`src/rtl/txev_pkg.sv`:
```
package txev_pkg;
    localparam int DW     = 32;
    localparam int STS_W  = 12;
    localparam int SRC_N  = 6;
    localparam int B_GLB  = 0;
    localparam int B_SRST = 1;
    localparam int B_REQ  = 31;

    // word indices of the register map
    localparam int WI_CFG  = 0;
    localparam int WI_EN   = 1;
    localparam int WI_STS  = 2;
    localparam int WI_CLR  = 3;
    localparam int WI_GSTA = 4;

    typedef enum logic [2:0] {
        SEL_CFG, SEL_EN, SEL_STS, SEL_CLR, SEL_GSTA, SEL_NONE
    } reg_sel_t;

    typedef struct packed {
        logic [STS_W-1:0] en;
        logic [STS_W-1:0] sts;
    } irq_state_t;

    typedef struct packed {
        logic req;
        logic cond;
    } srst_state_t;

    // status bit that source i lands on
    function automatic int src_pos(input int i);
        case (i)
            0: return 3;
            1: return 4;
            2: return 5;
            3: return 6;
            4: return 7;
            default: return 11;
        endcase
    endfunction

    function automatic logic [STS_W-1:0] impl_mask();
        logic [STS_W-1:0] m;
        m = '0;
        m[B_GLB]  = 1'b1;
        m[B_SRST] = 1'b1;
        for (int i = 0; i < SRC_N; i++) m[src_pos(i)] = 1'b1;
        return m;
    endfunction
endpackage

```
`src/rtl/txev_decode.sv`:
```
module txev_decode
    import txev_pkg::*;
#(
    parameter int ADDR_W = 12
) (
    input  logic              wr_en,
    input  logic [ADDR_W-1:0] addr,
    output reg_sel_t          sel,
    output logic              cfg_wr,
    output logic              en_wr,
    output logic              clr_wr
);
    localparam int WW = ADDR_W - 2;

    logic [WW-1:0] word;
    logic [1:0]    unused_lsb;

    assign word       = addr[ADDR_W-1:2];
    assign unused_lsb = addr[1:0];

    always_comb begin
        if      (word == WW'(WI_CFG))  sel = SEL_CFG;
        else if (word == WW'(WI_EN))   sel = SEL_EN;
        else if (word == WW'(WI_STS))  sel = SEL_STS;
        else if (word == WW'(WI_CLR))  sel = SEL_CLR;
        else if (word == WW'(WI_GSTA)) sel = SEL_GSTA;
        else                           sel = SEL_NONE;
    end

    assign cfg_wr = wr_en && (sel == SEL_CFG);
    assign en_wr  = wr_en && (sel == SEL_EN);
    assign clr_wr = wr_en && (sel == SEL_CLR);
endmodule

```
`src/rtl/txev_irqcore.sv`:
```
module txev_irqcore
    import txev_pkg::*;
(
    input  logic             clk,
    input  logic             rst_n,
    input  logic             en_wr,
    input  logic             clr_wr,
    input  logic [STS_W-1:0] wbits,
    input  logic [STS_W-1:0] set_vec,
    output logic [STS_W-1:0] en_q,
    output logic [STS_W-1:0] sts_q,
    output logic             irq
);
    localparam logic [STS_W-1:0] MASK = impl_mask();

    irq_state_t st_d, st_q;
    logic [STS_W-1:0] clr_bits;

    always_comb begin
        st_d     = st_q;
        clr_bits = clr_wr ? wbits : '0;
        if (en_wr) st_d.en = wbits & MASK;
        // set is applied after clear so a same-cycle event survives
        st_d.sts = ((st_q.sts & ~clr_bits) | set_vec) & MASK & ~STS_W'(1 << B_GLB);
    end

    always_ff @(posedge clk) begin
        if (!rst_n) st_q <= '0;
        else        st_q <= st_d;
    end

    assign en_q  = st_q.en;
    assign sts_q = st_q.sts;
    assign irq   = st_q.en[B_GLB] & (|(st_q.sts[STS_W-1:1] & st_q.en[STS_W-1:1]));
endmodule

```
`src/rtl/txev_srst.sv`:
```
module txev_srst
    import txev_pkg::*;
(
    input  logic clk,
    input  logic rst_n,
    input  logic cfg_wr,
    input  logic req_bit,
    input  logic aux_on,
    output logic req_q,
    output logic done_pulse,
    output logic gsta_q
);
    srst_state_t s_d, s_q;
    logic live;

    always_comb begin
        s_d        = s_q;
        live       = s_q.req & aux_on;
        if (cfg_wr) s_d.req = req_bit;
        s_d.cond   = live;
        done_pulse = live & ~s_q.cond;
    end

    always_ff @(posedge clk) begin
        if (!rst_n) s_q <= '0;
        else        s_q <= s_d;
    end

    assign req_q  = s_q.req;
    assign gsta_q = s_q.cond;
endmodule

```
`src/rtl/txev_rdmux.sv`:
```
module txev_rdmux
    import txev_pkg::*;
(
    input  logic             clk,
    input  logic             rst_n,
    input  logic             rd_en,
    input  reg_sel_t         sel,
    input  logic             req_q,
    input  logic [STS_W-1:0] en_q,
    input  logic [STS_W-1:0] sts_q,
    input  logic             gsta_q,
    output logic [DW-1:0]    rdata
);
    logic [DW-1:0] rd_d, rd_q, val;

    always_comb begin
        val = '0;
        case (sel)
            SEL_CFG:  val[B_REQ] = req_q;
            SEL_EN:   val[STS_W-1:0] = en_q;
            SEL_STS:  val[STS_W-1:0] = sts_q;
            SEL_GSTA: val[B_SRST] = gsta_q;
            default:  val = '0;
        endcase
        rd_d = rd_en ? val : '0;
    end

    always_ff @(posedge clk) begin
        if (!rst_n) rd_q <= '0;
        else        rd_q <= rd_d;
    end

    assign rdata = rd_q;
endmodule

```
`src/rtl/txev_irq_unit.sv`:
```
module txev_irq_unit
    import txev_pkg::*;
#(
    parameter int ADDR_W = 12
) (
    input  logic              clk,
    input  logic              rst_n,
    input  logic              wr_en,
    input  logic              rd_en,
    input  logic [ADDR_W-1:0] addr,
    input  logic [DW-1:0]     wdata,
    output logic [DW-1:0]     rdata,
    input  logic [SRC_N-1:0]  ev_pulse,
    input  logic              aux_on,
    output logic              irq,
    output logic              srst_out
);
    reg_sel_t         sel;
    logic             cfg_wr, en_wr, clr_wr;
    logic             done_pulse, gsta_q, req_q;
    logic [STS_W-1:0] en_q, sts_q, set_vec;
    logic [STS_W-1:0] src_hot [SRC_N];
    logic             unused_wbits;

    assign unused_wbits = ^wdata[DW-2:STS_W];

    txev_decode #(.ADDR_W(ADDR_W)) u_dec (
        .wr_en(wr_en), .addr(addr), .sel(sel),
        .cfg_wr(cfg_wr), .en_wr(en_wr), .clr_wr(clr_wr)
    );

    for (genvar g = 0; g < SRC_N; g++) begin : g_src
        assign src_hot[g] = ev_pulse[g] ? (STS_W'(1) << src_pos(g)) : '0;
    end

    always_comb begin
        set_vec = '0;
        for (int i = 0; i < SRC_N; i++) set_vec = set_vec | src_hot[i];
        set_vec[B_SRST] = set_vec[B_SRST] | done_pulse;
    end

    txev_srst u_srst (
        .clk(clk), .rst_n(rst_n), .cfg_wr(cfg_wr), .req_bit(wdata[B_REQ]),
        .aux_on(aux_on), .req_q(req_q), .done_pulse(done_pulse), .gsta_q(gsta_q)
    );

    txev_irqcore u_core (
        .clk(clk), .rst_n(rst_n), .en_wr(en_wr), .clr_wr(clr_wr),
        .wbits(wdata[STS_W-1:0]), .set_vec(set_vec),
        .en_q(en_q), .sts_q(sts_q), .irq(irq)
    );

    txev_rdmux u_rd (
        .clk(clk), .rst_n(rst_n), .rd_en(rd_en), .sel(sel), .req_q(req_q),
        .en_q(en_q), .sts_q(sts_q), .gsta_q(gsta_q), .rdata(rdata)
    );

    assign srst_out = req_q;
endmodule

```
`config.mk`:
```
export PLATFORM = sky130hd
export DESIGN_NAME = txev_irq_unit
export DESIGN_NICKNAME = d
export VERILOG_FILES = /design/src/rtl/txev_pkg.sv /design/src/rtl/txev_decode.sv /design/src/rtl/txev_irqcore.sv /design/src/rtl/txev_srst.sv /design/src/rtl/txev_rdmux.sv /design/src/rtl/txev_irq_unit.sv
export SDC_FILE = /design/constraint.sdc
export NUM_CORES = 1
export LEC_CHECK = 0
export ABC_CLOCK_PERIOD_IN_PS = 1600
export BUFFER_PORTS_ARGS = -buffer_cell sky130_fd_sc_hd__buf_2
export CAP_MARGIN = 20
export CORE_ASPECT_RATIO = 1.25
export CORE_MARGIN = 1
export CORE_UTILIZATION = 38
export CTS_BUF_LIST = sky130_fd_sc_hd__clkbuf_4 sky130_fd_sc_hd__clkbuf_8
export CTS_CLUSTER_SIZE = 20
export DETAILED_ROUTE_END_ITERATION = 10
export GPL_TIMING_DRIVEN = 0
export HOLD_SLACK_MARGIN = 0.03
export PLACE_DENSITY = 0.74
export REMOVE_ABC_BUFFERS = 1
export SYNTH_ARGS = -nofsm -noshare
export SYNTH_HDL_FRONTEND = slang
export SYNTH_SLANG_ARGS = --single-unit
```
`constraint.sdc`:
```
create_clock -name clk -period 1.6 [get_ports clk]
set_clock_uncertainty 0.2 [all_clocks]
set_input_delay 0.16 -clock clk [delete_from_list [all_inputs] [get_ports clk]]
set_output_delay 0.16 -clock clk [all_outputs]
set_load 0.01 [all_outputs]
```
# Word-level counts from Yosys, hierarchy flattened
# Cells that the tools add are included.
# W data, S select, Z words.
dict set report totals {
  input_bits 55
  register_bits 54
  wordCells 53
}
dict set report op_classes {
  n_eq_ne 8
  bitwise_logic 14
  muxes 15
  reduce_logical 8
}
# operator count
set ops {}
lappend ops {{$mux W12} 2}
lappend ops {{$eq A10 B2 Y1 const B} 2}
lappend ops {{$pmux W10 S2} 1}
lappend ops {{$and A12 B12 Y12} 1}
lappend ops {{$mux W3} 4}
lappend ops {{$not A12 Y12} 1}
lappend ops {{$or A12 B12 Y12} 1}
lappend ops {{$or A8 B12 Y12} 1}
lappend ops {{$and A11 B11 Y11} 1}
lappend ops {{$reduce_or A11 Y1} 1}
lappend ops {{$eq A10 B1 Y1 const B} 1}
lappend ops {{$eq A10 B3 Y1 const B} 1}
lappend ops {{$logic_not A10 Y1} 1}
lappend ops {{$mux W8} 1}
lappend ops {{$or A7 B8 Y8} 1}
lappend ops {{$mux W7} 1}
lappend ops {{$or A6 B7 Y7} 1}
lappend ops {{$eq A3 B2 Y1 const B} 2}
lappend ops {{$mux W6} 1}
lappend ops {{$or A5 B6 Y6} 1}
lappend ops {{$mux W5} 1}
lappend ops {{$or A4 B5 Y5} 1}
lappend ops {{$mux W4} 1}
lappend ops {{$and A1 B1 Y1} 3}
lappend ops {{11 further kinds} 13}

# Logic depth before layout (Yosys ltp)
# Gate-level depths: netlist of run 1.
dict set report depth {
  word_depth 12
  mapped_depth 5
  depth_no_buf 3
}

# Modules after synthesis
# Synthesis of run 1 repeated with hierarchy kept, for this count alone.
dict set report unflattened {
  cells_unflattened 161
  hier_area_um2 1531.5
}
# module n_inst seq_area_each_um2 area_each_um2 cells_per_inst
set by_module_without_submodules {}
lappend by_module_without_submodules {txev_rdmux 1 260.2 710.7 77}
lappend by_module_without_submodules {txev_irqcore 1 300.3 658.1 62}
lappend by_module_without_submodules {txev_decode 1 0.0 88.8 14}
lappend by_module_without_submodules {txev_srst 1 40.0 70.1 7}
lappend by_module_without_submodules {txev_irq_unit 1 0.0 3.8 1}

# Least setup slack after synthesis of run 1
# Ideal clock, no wire load.
dict set report synth_timing {
  path_kind {input to register}
  from {in addr[11]}
  to {reg u_rd.rd_q[11] (netlist: u_rd.rdata[11])}
  setup_slack_ns -0.081
  stages 4
  arrival_time_ns 1.416
  path_cell_list {or4_4 > or4_1 > buf_2 > nor2_1}
}
dict set report synth_via {
  elab_chain_len 8
  word_cells_on_any_way 13
  classes_between {6 x eq/ne; 6 x mux; 1 x reduce/logical}
}
# item line_no
set synth_rtl {}
lappend synth_rtl {{start: declaration} txev_irq_unit.sv:10} ;# input logic [ADDR_W-1:0] addr,
lappend synth_rtl {{$eq A10 B3 Y1} txev_decode.sv:26} ;# else if (word == WW'(WI_GSTA)) sel = SEL_GSTA;
lappend synth_rtl {{$mux W1} txev_decode.sv:26}
lappend synth_rtl {{$mux W3} txev_decode.sv:25} ;# else if (word == WW'(WI_CLR)) sel = SEL_CLR;
lappend synth_rtl {{$mux W3} txev_decode.sv:24} ;# else if (word == WW'(WI_STS)) sel = SEL_STS;
lappend synth_rtl {{$mux W3} txev_decode.sv:23} ;# else if (word == WW'(WI_EN)) sel = SEL_EN;
lappend synth_rtl {{$mux W3 (*)} txev_decode.sv:22} ;# if (word == WW'(WI_CFG)) sel = SEL_CFG;
lappend synth_rtl {{$eq A3 B2 Y1 / $eq A3 B1 Y1 (equally long branches)} txev_rdmux.sv:18} ;# case (sel)
lappend synth_rtl {{$pmux W10 S2 (*)} txev_rdmux.sv:18}
lappend synth_rtl {{end signal: assignment} txev_rdmux.sv:30} ;# else rd_q <= rd_d;
lappend synth_rtl {{end: declaration} txev_rdmux.sv:14} ;# logic [DW-1:0] rd_d, rd_q, val;
# Every way passes the cells marked *; elsewhere a longest branch is shown, timed or not.
# A chain may end at the register's enable or synchronous reset.

# Worst setup path after layout of run 1
dict set report layout_timing {
  from {reg u_core.st_q, in the netlist u_core.en_q[5]}
  to {out irq}
}
dict set report layout_via {
  elab_chain_len 3
}
# item line_no
set layout_rtl {}
lappend layout_rtl {{start: declaration} txev_irqcore.sv:16} ;# irq_state_t st_d, st_q;
lappend layout_rtl {{start signal: assignment} txev_irqcore.sv:29} ;# else st_q <= st_d;
lappend layout_rtl {{$and A11 B11 Y11} txev_irqcore.sv:34} ;# assign irq = st_q.en[B_GLB] & (|(st_q.sts[STS_W-1:1] & st_q.en[STS_W-1:1]));
lappend layout_rtl {{$reduce_or A11 Y1} txev_irqcore.sv:34}
lappend layout_rtl {{$and A1 B1 Y1} txev_irqcore.sv:34}
lappend layout_rtl {{end: declaration} txev_irq_unit.sv:15} ;# output logic irq,
# Every way passes these cells.

==> metrics.yaml, run 1 <==
outcome:
  status: "complete, but fails checks"
  failed_checks: "hold timing, setup timing"
global_routing:
  grt_pass1_vias: 1078
  grt_overflow: 0
  grt_max_degree: 28
  grt_usage_pct: 16.5
  grt_first_pass_wirelength_mm: 4.36
  antenna_found_initial: 0
finish:
  multiInputGateArea_um2: 593
  fillers: 296
  drive_gt1_share_pct: 24.8
  layout.nets: 262
  area_growth_pct: 33.8
  final-seq-area_um2: 523
  final_area_mm2: 0.00167
  layout_commonest_cell: "buf_2"
  postLayoutCoreUtil_pct: 55.0
  mostFrequentLayoutCells: "buf_2, dfxtp_1, conb_1, nand2_1, dlygate4sd3_1"
  antennaDiodeCount: 0
synthesis:
  synthAdderAreaFrac_pct: 0
  yosys_warnings: 0
  ys_seq_area_share_pct: 41.8
  synth-xor-area-share_pct: 0
  syn_area_per_cell_um2: 8.53
  synth_top_flop_cell: "dfxtp_1"
  syn_inst: 146
  synth_compound_area_share_pct: 13.7
  synth-edff-count: 0
  async_reset_ff_share_pct: 0
  synth_top_family_by_area: "simple AND/OR/NAND/NOR gates"
  synth_cell_types: 27
  synth_mux_area_share_pct: 7.24
  ys_ff_latch: 26
  syn_area_mm2: 0.00124
  synth_simple_gate_area_share_pct: 19.1
timing:
  drv_slew: 0
  min_period_over_period_pct: 103
  fmax_mhz: 606
  max_slew_margin_pct: 65.6
  hold_viol: 1
  holdWs_ps: -58.7
  finalSetupTns_ps: -49.2
  tightestPinTransition_ps: 513
  layout_min_cycle_time_ps: 1650
  setup_violations: 1
  rsz0062_at_grt: "yes"
  setup_ws_ps: -49.2
route:
  drt-vias-per-instance: 4.67
  drt_iter0_markers: 18
  via_count: 1131
  dr.pass1.iters: 4
  drt-total-wl_mm: 2.56
  drcViolationCount: 0
  antenna_left: 0
  wire_per_inst_um: 10.6
critical_path:
  worst-path-max-fanout: 2
  startpoint_type: "flip-flop"
  end_kind: "output port"
  crit_required_ps: 1240
  r2r-start: "u_srst.req_q$_SDFFE_PN0P_"
  r2r_end: "u_srst.req_q$_SDFFE_PN0P_"
  critPathArrivalTime_ps: 1290
  reg2reg_slack_ps: 200
  worstSetupPathType: "flip-flop to output port"
  reg2reg_depth: 3
place:
  place.gp.congestion: 0.855
  dpl.hpwl_mm: 1.78
  placement.cell_area_mm2: 0.00138
  io_buffers: 40
min_path:
  holdCritPathClass: "primary input to flip-flop"
  hold_path_depth: 3
  worstHoldStart: "addr[8]"
  min_to: "u_rd.rdata[1]$_SDFF_PN0_"
clock_network:
  cts_max_path_buffers: 2
  worstSkewPairLatency_ps: 320
  cts_made_buffers: 3
  ctsRootBufferMaster: "clkbuf_4"
  cts.sinks: 26
  clkSlewWorstSetupHoldPaths_ps: 140
  htree_levels: 1
  cts_tree: "built"
floorplan:
  die_w_um: 53.2
  start_util_pct: 41.1
  rows: 22
  die_y_um: 66.0
  fp.dieArea_mm2: 0.00351
  coreArea_mm2: 0.00303
  ios: 89
pwr:
  p_total_uw: 1270
  p_leak_uw: 0.000809
  peakVddDrop_mv: 0.538
  power_density_mw_per_mm2: 762
job:
  maxCapViolCount: 0
[what timing repair did]
action,4_1_cts,5_1_grt
pin swaps,2,1
gates resized for setup,3,1
hold endpoints to repair,20,7
hold buffers,20,1
buffers inserted,1,1
endpoints found under the setup margin,8,12
[worst max path at each step]
stage	end	slack (ps)	startpoint
CTS	irq	-60	u_core.en_q[5]$_SDFFE_PN0P_
detailed placement	u_core.sts_q[6]$_SDFF_PN0_	-500	addr[11]
global route	irq	-130	u_core.en_q[5]$_SDFFE_PN0P_
floorplan	u_rd.rdata[0]$_SDFF_PN0_	-90	addr[11]
global placement	u_core.sts_q[4]$_SDFF_PN0_	-460	addr[11]
finish	irq	-50	u_core.en_q[5]$_SDFFE_PN0P_
[Yosys cell counts, drive strengths merged (3+ instances only)]
| master | count | area share (%) |
|---|---|---|
| nor2 | 9 | 2.7 |
| nor2b | 4 | 2.0 |
| buf | 24 | 14 |
| inv | 7 | 2.1 |
| nand2 | 21 | 6.3 |
| a22oi | 8 | 4.8 |
| o21ai | 7 | 2.8 |
| nand3b | 3 | 1.8 |
| clkbuf | 5 | 1.5 |
| mux2i | 9 | 7.2 |
| dfxtp | 26 | 42 |
| a31oi | 7 | 3.5 |
[cell type report]
type                            instances  share of cell area (%)
Clock inverter                          1                    1.80
Timing Repair Buffer                   63                    25.5
Clock buffer                            3                    1.35
Multi-Input combinational cell        106                    35.6
Inverter                                7                    1.58
Tap cell                               36                    2.70
Sequential cell                        26                    31.4
[per-layer routing]
metal | up-vias | track usage [%] | wire [um]
li1 | 578 | - | -
met3 | 8 | 2.07 | 102
met5 | - | 0 | 0
met1 | 507 | 17.5 | 1060
met4 | 0 | 9.54 | 75
met2 | 38 | 30.2 | 1320
[cells by family after synthesis]
group	count (synthesis)
multiplexers	9
flip-flops	26
AO/OA/AOI/OAI	26
buffers and inverters	36
AND/OR/NAND/NOR	48
other	1
[metrics by stage]
stage,cells,worst slack (ps)
after floorplan,139,-89.7
after global placement,215,-461
after detailed placement,215,-503
after CTS,240,-59.1
after global routing,242,-126
final,242,-49.2
[worst max-delay path, stage by stage, from the launching register on]
cell	delay, ps
dfxtp_2	340
a222oi_1	330
a31oi_1	140
buf_2	160
[sequential cells by signal, indices dropped and copies added (netlist names)]
name,flops
u_rd.rdata,9
u_srst.req_q,1
u_core.sts_q,7
u_core.en_q,8
u_srst.gsta_q,1
[power breakdown]
part,total [uW],internal (uW),switching (uW)
registers,667,659,8.69
clock network,445,253,192
logic,156,75.7,80.3
total,1270,988,281
Note: power is estimated with default switching activity, not from simulation.
==> inputs of run 2 (changes only) <==
Settings changed: REMOVE_ABC_BUFFERS 1 to default.
==> metrics.yaml, run 2 (synthesized netlist as in run 1, its figures left out) <==
outcome:
  status: "complete, but fails checks"
  failed_checks: "hold timing, setup timing"
route:
  via_count: 1204  # +6.5%
  wire_per_inst_um: 10.2  # -3.8%
  antenna_left: 0  # unchanged
  drt_iter0_markers: 23  # +5
  drt-vias-per-instance: 4.49  # -3.9%
  dr.pass1.iters: 4  # unchanged
  drt-total-wl_mm: 2.72  # +6.6%
  drcViolationCount: 0  # unchanged
global_routing:
  grt_usage_pct: 17.9  # +1.4 points
  antenna_found_initial: 0  # unchanged
  grt_first_pass_wirelength_mm: 4.68  # +7.3%
  grt_pass1_vias: 1133  # +5.1%
  grt_overflow: 0  # unchanged
  grt_max_degree: 16  # -43%
clock_network:
  cts_tree: "built"
  cts.sinks: 26  # unchanged
  ctsRootBufferMaster: "clkbuf_4"
  htree_levels: 1  # unchanged
  postCtsHoldBufs: 19  # -5.0%
  cts_max_path_buffers: 2  # unchanged
  clkSlewWorstSetupHoldPaths_ps: 140  # about the same
  worstSkewPairLatency_ps: 320  # about the same
  cts_made_buffers: 3  # unchanged
critical_path:
  startpoint_type: "flip-flop"
  crit_required_ps: 1240  # about the same
  r2r-start: "u_srst.req_q$_SDFFE_PN0P_"
  worst-path-max-fanout: 2  # unchanged
  reg2reg_depth: 3  # unchanged
  critPathArrivalTime_ps: 1270  # -20 ps
  worstSetupPathType: "flip-flop to output port"
  reg2reg_slack_ps: 200  # about the same
  end_kind: "output port"
  r2r_end: "u_srst.req_q$_SDFFE_PN0P_"
min_path:
  holdCritPathClass: "primary input to flip-flop"
  hold_path_depth: 3  # unchanged
  worstHoldStart: "addr[8]"
  min_to: "u_rd.rdata[1]$_SDFF_PN0_"
timing:
  tightestPinTransition_ps: 532  # +18.9 ps
  holdWs_ps: -56.3  # +2.40 ps
  rsz0062_at_grt: "yes"
  setup_violations: 1  # unchanged
  finalSetupTns_ps: -33.9  # +15.4 ps
  fmax_mhz: 612  # +0.94%
  setup_ws_ps: -33.9  # +15.4 ps
  hold_viol: 1  # unchanged
  layout_min_cycle_time_ps: 1630  # -15.4 ps
  drv_slew: 0  # unchanged
  min_period_over_period_pct: 102  # -0.96 points
  max_slew_margin_pct: 64.4  # -1.3 points
floorplan:
  coreArea_mm2: 0.00303  # unchanged
  fp.dieArea_mm2: 0.00351  # unchanged
  die_w_um: 53.2  # unchanged
  rows: 22  # unchanged
  start_util_pct: 41.1  # unchanged
  die_y_um: 66.0  # unchanged
  ios: 89  # unchanged
place:
  dp.cells: 243  # +13%
  dpl.hpwl_mm: 1.99  # +12%
  place.gp.congestion: 0.780  # -8.8%
  io_buffers: 39  # -2.5%
pwr:
  p_comb_share_pct: 15.2  # +2.9 points
  p_int_uw: 1020  # +3.6%
  p_seq_share_pct: 50.8  # -1.8 points
  peakVddDrop_mv: 0.581  # +7.9%
  power_density_mw_per_mm2: 713  # -6.4%
  p_leak_uw: 0.000938  # +16%
  clkPwrFrac_pct: 34.1  # -1.0 points
  p_total_uw: 1320  # +3.7%
  switchingPower_uw: 293  # +4.3%
  swShare_pct: 22.3  # +0.13 points
job:
  maxCapViolCount: 0  # unchanged
finish:
  area_growth_pct: 48.2
  layout_commonest_cell: "buf_2"
  postLayoutCoreUtil_pct: 61.0  # +6.0 points
  largest_reg_flops: 9  # unchanged
  stdcell_count: 268  # +11%
  mostFrequentLayoutCells: "buf_2, buf_4, dfxtp_1, conb_1, nand2_1"
  layout.nets: 288  # +9.9%
  drive_gt1_share_pct: 32.8  # +8.0 points
  antennaDiodeCount: 0  # unchanged
==> run 2: per-stage QoR <==
stage / worst slack (ps) / instance area [um^2] / hold WS [ps]
2_1_floorplan: -80.2 / 1340 / 60.8
3_3_place_gp: -477 / 1580 / 164
3_5_place_dp: -506 / 1580 / 168
4_1_cts: -51.5 / 1830 / -59.8
5_1_grt: -103 / 1850 / -67.7
6_report: -33.9 / 1850 / -56.3
==> run 2: worst max path at each step <==
stage                                            from                    endpoint  slack [ps]  cells after the start
after floorplan                              addr[11]   u_rd.rdata[11]$_SDFF_PN0_         -80                      4
after global placement                       addr[11]  u_core.sts_q[7]$_SDFF_PN0_        -480                      4
after detailed placement                     addr[11]  u_core.sts_q[5]$_SDFF_PN0_        -510                      4
after CTS                 u_core.en_q[5]$_SDFFE_PN0P_                         irq         -50                      3
after global routing       u_core.sts_q[5]$_SDFF_PN0_                         irq        -100                      3
final                     u_core.en_q[5]$_SDFFE_PN0P_                         irq         -30                      3
==> run 2: layout make-up <==
cell class              count  area, um^2
plain buffers              29         205
clock buffers               3        22.5
clock inverters             1        30.0
fillers                   296        1180
inverters                   7        26.3
multi-input cells         106         593
flip-flops and latches     26         523
well taps                  36        45.0
repair buffers             60         400
==> run 2: power groups by stage <==
| stage | clock network (uW) | registers [uW] | logic (uW) |
|---|---|---|---|
| 3_5_place_dp | 0 | 681 | 162 |
| 3_3_place_gp | 0 | 681 | 159 |
| 5_1_grt | 486 | 670 | 223 |
| 2_1_floorplan | 0 | 678 | 109 |
| 6_report | 448 | 668 | 199 |
| 4_1_cts | 452 | 667 | 195 |
==> run 2: what timing repair did <==
item | 4_1_cts | 5_1_grt
buffers inserted | 1 | 1
pin swaps | 2 | 1
hold endpoints to repair | 19 | 1
setup endpoints to repair | 8 | 4
resized for setup | 2 | 5
==> run 2: per-layer routing <==
metal  track usage [%]  wire (um)
met1              19.7       1140
met4              7.57         35
met5                 0          0
met2              33.2       1400
met3              2.07        153
==> run 2: critical path: stages (launching register included) <==
cell,delay [ps]
dfxtp_2,340
a222oi_1,320
a31oi_1,140
buf_2,150
==> inputs of run 3 (changes only) <==
Settings changed: ABC_CLOCK_PERIOD_IN_PS 1600 to 1400, CORE_MARGIN 1 to 2, GPL_TIMING_DRIVEN 0 to default.
Clock period 1.6 ns to 1.4 ns, I/O delays scaled along.
==> metrics.yaml, run 3 (synthesized netlist as in run 1, its figures left out) <==
global_routing:
  grt_pass1_vias: 1018  # -10%
  grt_max_degree: 27  # +11
  antenna_found_initial: 0  # unchanged
  grt_overflow: 0  # unchanged
  grt_first_pass_wirelength_mm: 4.31  # -7.8%
  grt_usage_pct: 15.2  # -2.7 points
place:
  place.gp.congestion: 0.795  # +1.9%
  io_buffers: 40  # +2.6%
  dpl.hpwl_mm: 1.90  # -4.2%
route:
  drt_iter0_markers: 24  # +4.3%
  via_count: 1159  # -3.7%
  route.met3.wl_um: 123  # -20%
  top_layer: "met4"
  drt-vias-per-instance: 4.62  # +2.8%
  drcViolationCount: 0  # unchanged
  wl_met2_mm: 1.38  # -1.4%
  drt-total-wl_mm: 2.72  # about the same
  dr.pass1.iters: 4  # unchanged
  antenna_left: 0  # unchanged
  met1Wirelength_mm: 1.16  # +2.3%
  wire_per_inst_um: 10.8  # +6.7%
pwr:
  p_leak_uw: 0.000846  # -9.9%
  peakVddDrop_mv: 0.459  # -21%
  power_density_mw_per_mm2: 821  # +15%
floorplan:
  die_y_um: 68.0  # +3.0%
  start_util_pct: 39.3  # -1.8 points
  ios: 89  # unchanged
  rows: 23  # +4.5%
  coreArea_mm2: 0.00317  # +4.5%
  fp.dieArea_mm2: 0.00375  # +6.9%
  die_w_um: 55.2  # +3.8%
clock_network:
  worstSkewPairLatency_ps: 260  # -60 ps
  htree_levels: 1  # unchanged
  ctsRootBufferMaster: "clkbuf_8"
  cts_made_buffers: 3  # unchanged
  cts.sinks: 26  # unchanged
  cts_tree: "built"
  clkSlewWorstSetupHoldPaths_ps: 90  # -50 ps
  cts_max_path_buffers: 2  # unchanged
timing:
  holdWs_ps: 55.9  # +112 ps
  drv_slew: 0  # unchanged
  fmax_mhz: 644
  setup_violations: 1  # unchanged
  layout_min_cycle_time_ps: 1550
  min_period_over_period_pct: 111
  hold_viol: 0  # -1
  setup_ws_ps: -154  # -120 ps
  rsz0062_at_grt: "yes"
critical_path:
  crit_required_ps: 1060  # -180 ps
  cpPeakStageDelay_ps: 330  # about the same
  crit_path_cell_trace: "a222oi_1 -> a31oi_1 -> buf_2"
  startpoint_type: "flip-flop"
  critPathArrivalTime_ps: 1210  # -60 ps
  end_kind: "output port"
  r2r-start: "u_core.en_q[1]$_SDFFE_PN0P_"
  critPathBufInv: 1  # unchanged
  cp_slowest_cell: "dfxtp_2"
  critPathLaunch: "u_core.en_q[5]$_SDFFE_PN0P_"
  worstSetupPathType: "flip-flop to output port"
  worst-path-max-fanout: 2  # unchanged
  critPathTopFamily: "compound AO/OA/AOI/OAI gates"
job:
  maxCapViolCount: 0  # unchanged
finish:
  drive_gt1_share_pct: 29.9  # -2.9 points
  layout.nets: 270  # -6.3%
  area_growth_pct: 40.3
  antennaDiodeCount: 0  # unchanged
  postLayoutCoreUtil_pct: 55.2  # -5.8 points
  largest_reg_flops: 9  # unchanged
  mostFrequentLayoutCells: "buf_2, dfxtp_1, conb_1, nand2_1, dlygate4sd3_1"
  layout_commonest_cell: "buf_2"
outcome:
  failed_checks: "setup timing"
  status: "complete, but fails checks"
min_path:
  worstHoldStart: "addr[4]"
  holdCritPathClass: "primary input to flip-flop"
==> run 3: cell count changes in the layout (fill, tap and decap cells not counted), sizes merged <==
cell and change:
clkbuf -4, bufinv -1, buf -14, dlygate4sd3 +1
==> run 3: layer usage <==
metal | GRT usage, % | vias to the layer above
met3 | 1.31 | 6
met4 | 4.57 | 0
met1 | 20.2 | 522
met5 | 0 | -
li1 | - | 590
met2 | 25.6 | 41
==> run 3: path summary, 6_finish.rpt <==
path,end,slack (ps),depth (start not counted)
min reg2reg,u_rd.rdata[0]$_SDFF_PN0_,280,2
max,irq,-150,3
min,u_rd.rdata[1]$_SDFF_PN0_,60,3
max reg2reg,u_rd.rdata[1]$_SDFF_PN0_,170,3
==> run 3: what timing repair did <==
item                       in CTS  in global routing
gates resized for setup         2                  5
setup endpoints to repair      16                  4
hold buffers                   20                  0
hold endpoints to repair       19                  0
buffers inserted                1                  0
pin swaps                       4                  0
==> run 3: final cells by class <==
| class | count | area [um^2] |
|---|---|---|
| Timing Repair Buffer | 71 | 483 |
| Tap cell | 37 | 46.3 |
| Inverter | 7 | 26.3 |
| Clock buffer | 4 | 55.1 |
| Multi-Input combinational cell | 106 | 613 |
| Fill cell | 303 | 1420 |
| Sequential cell | 26 | 523 |
==> run 3: worst register-to-register path, delay by kind of cell (launching register included) <==
kind	cells	cell delay (ps)
AOI/OAI and AO/OA	2	480
DFF	1	370
and+or+nand+nor	1	90
==> run 3: metrics by stage <==
stage               setup TNS [ps]  cell area (um^2)  cells  power (uW)  setup WS [ps]
finish                        -154              1750    251        1430           -154
global route                  -248              1750    251        1500           -239
CTS                           -170              1730    251        1430           -157
detailed placement           -5820              1460    226         929           -362
global placement             -5430              1460    226         926           -332
floorplan                    -3520              1350    168         901           -260
==> run 3: power breakdown <==
part | internal, uW | switching [uW]
combinational | 100 | 99.4
clock | 251 | 221
sequential | 752 | 10.6
total | 1100 | 331
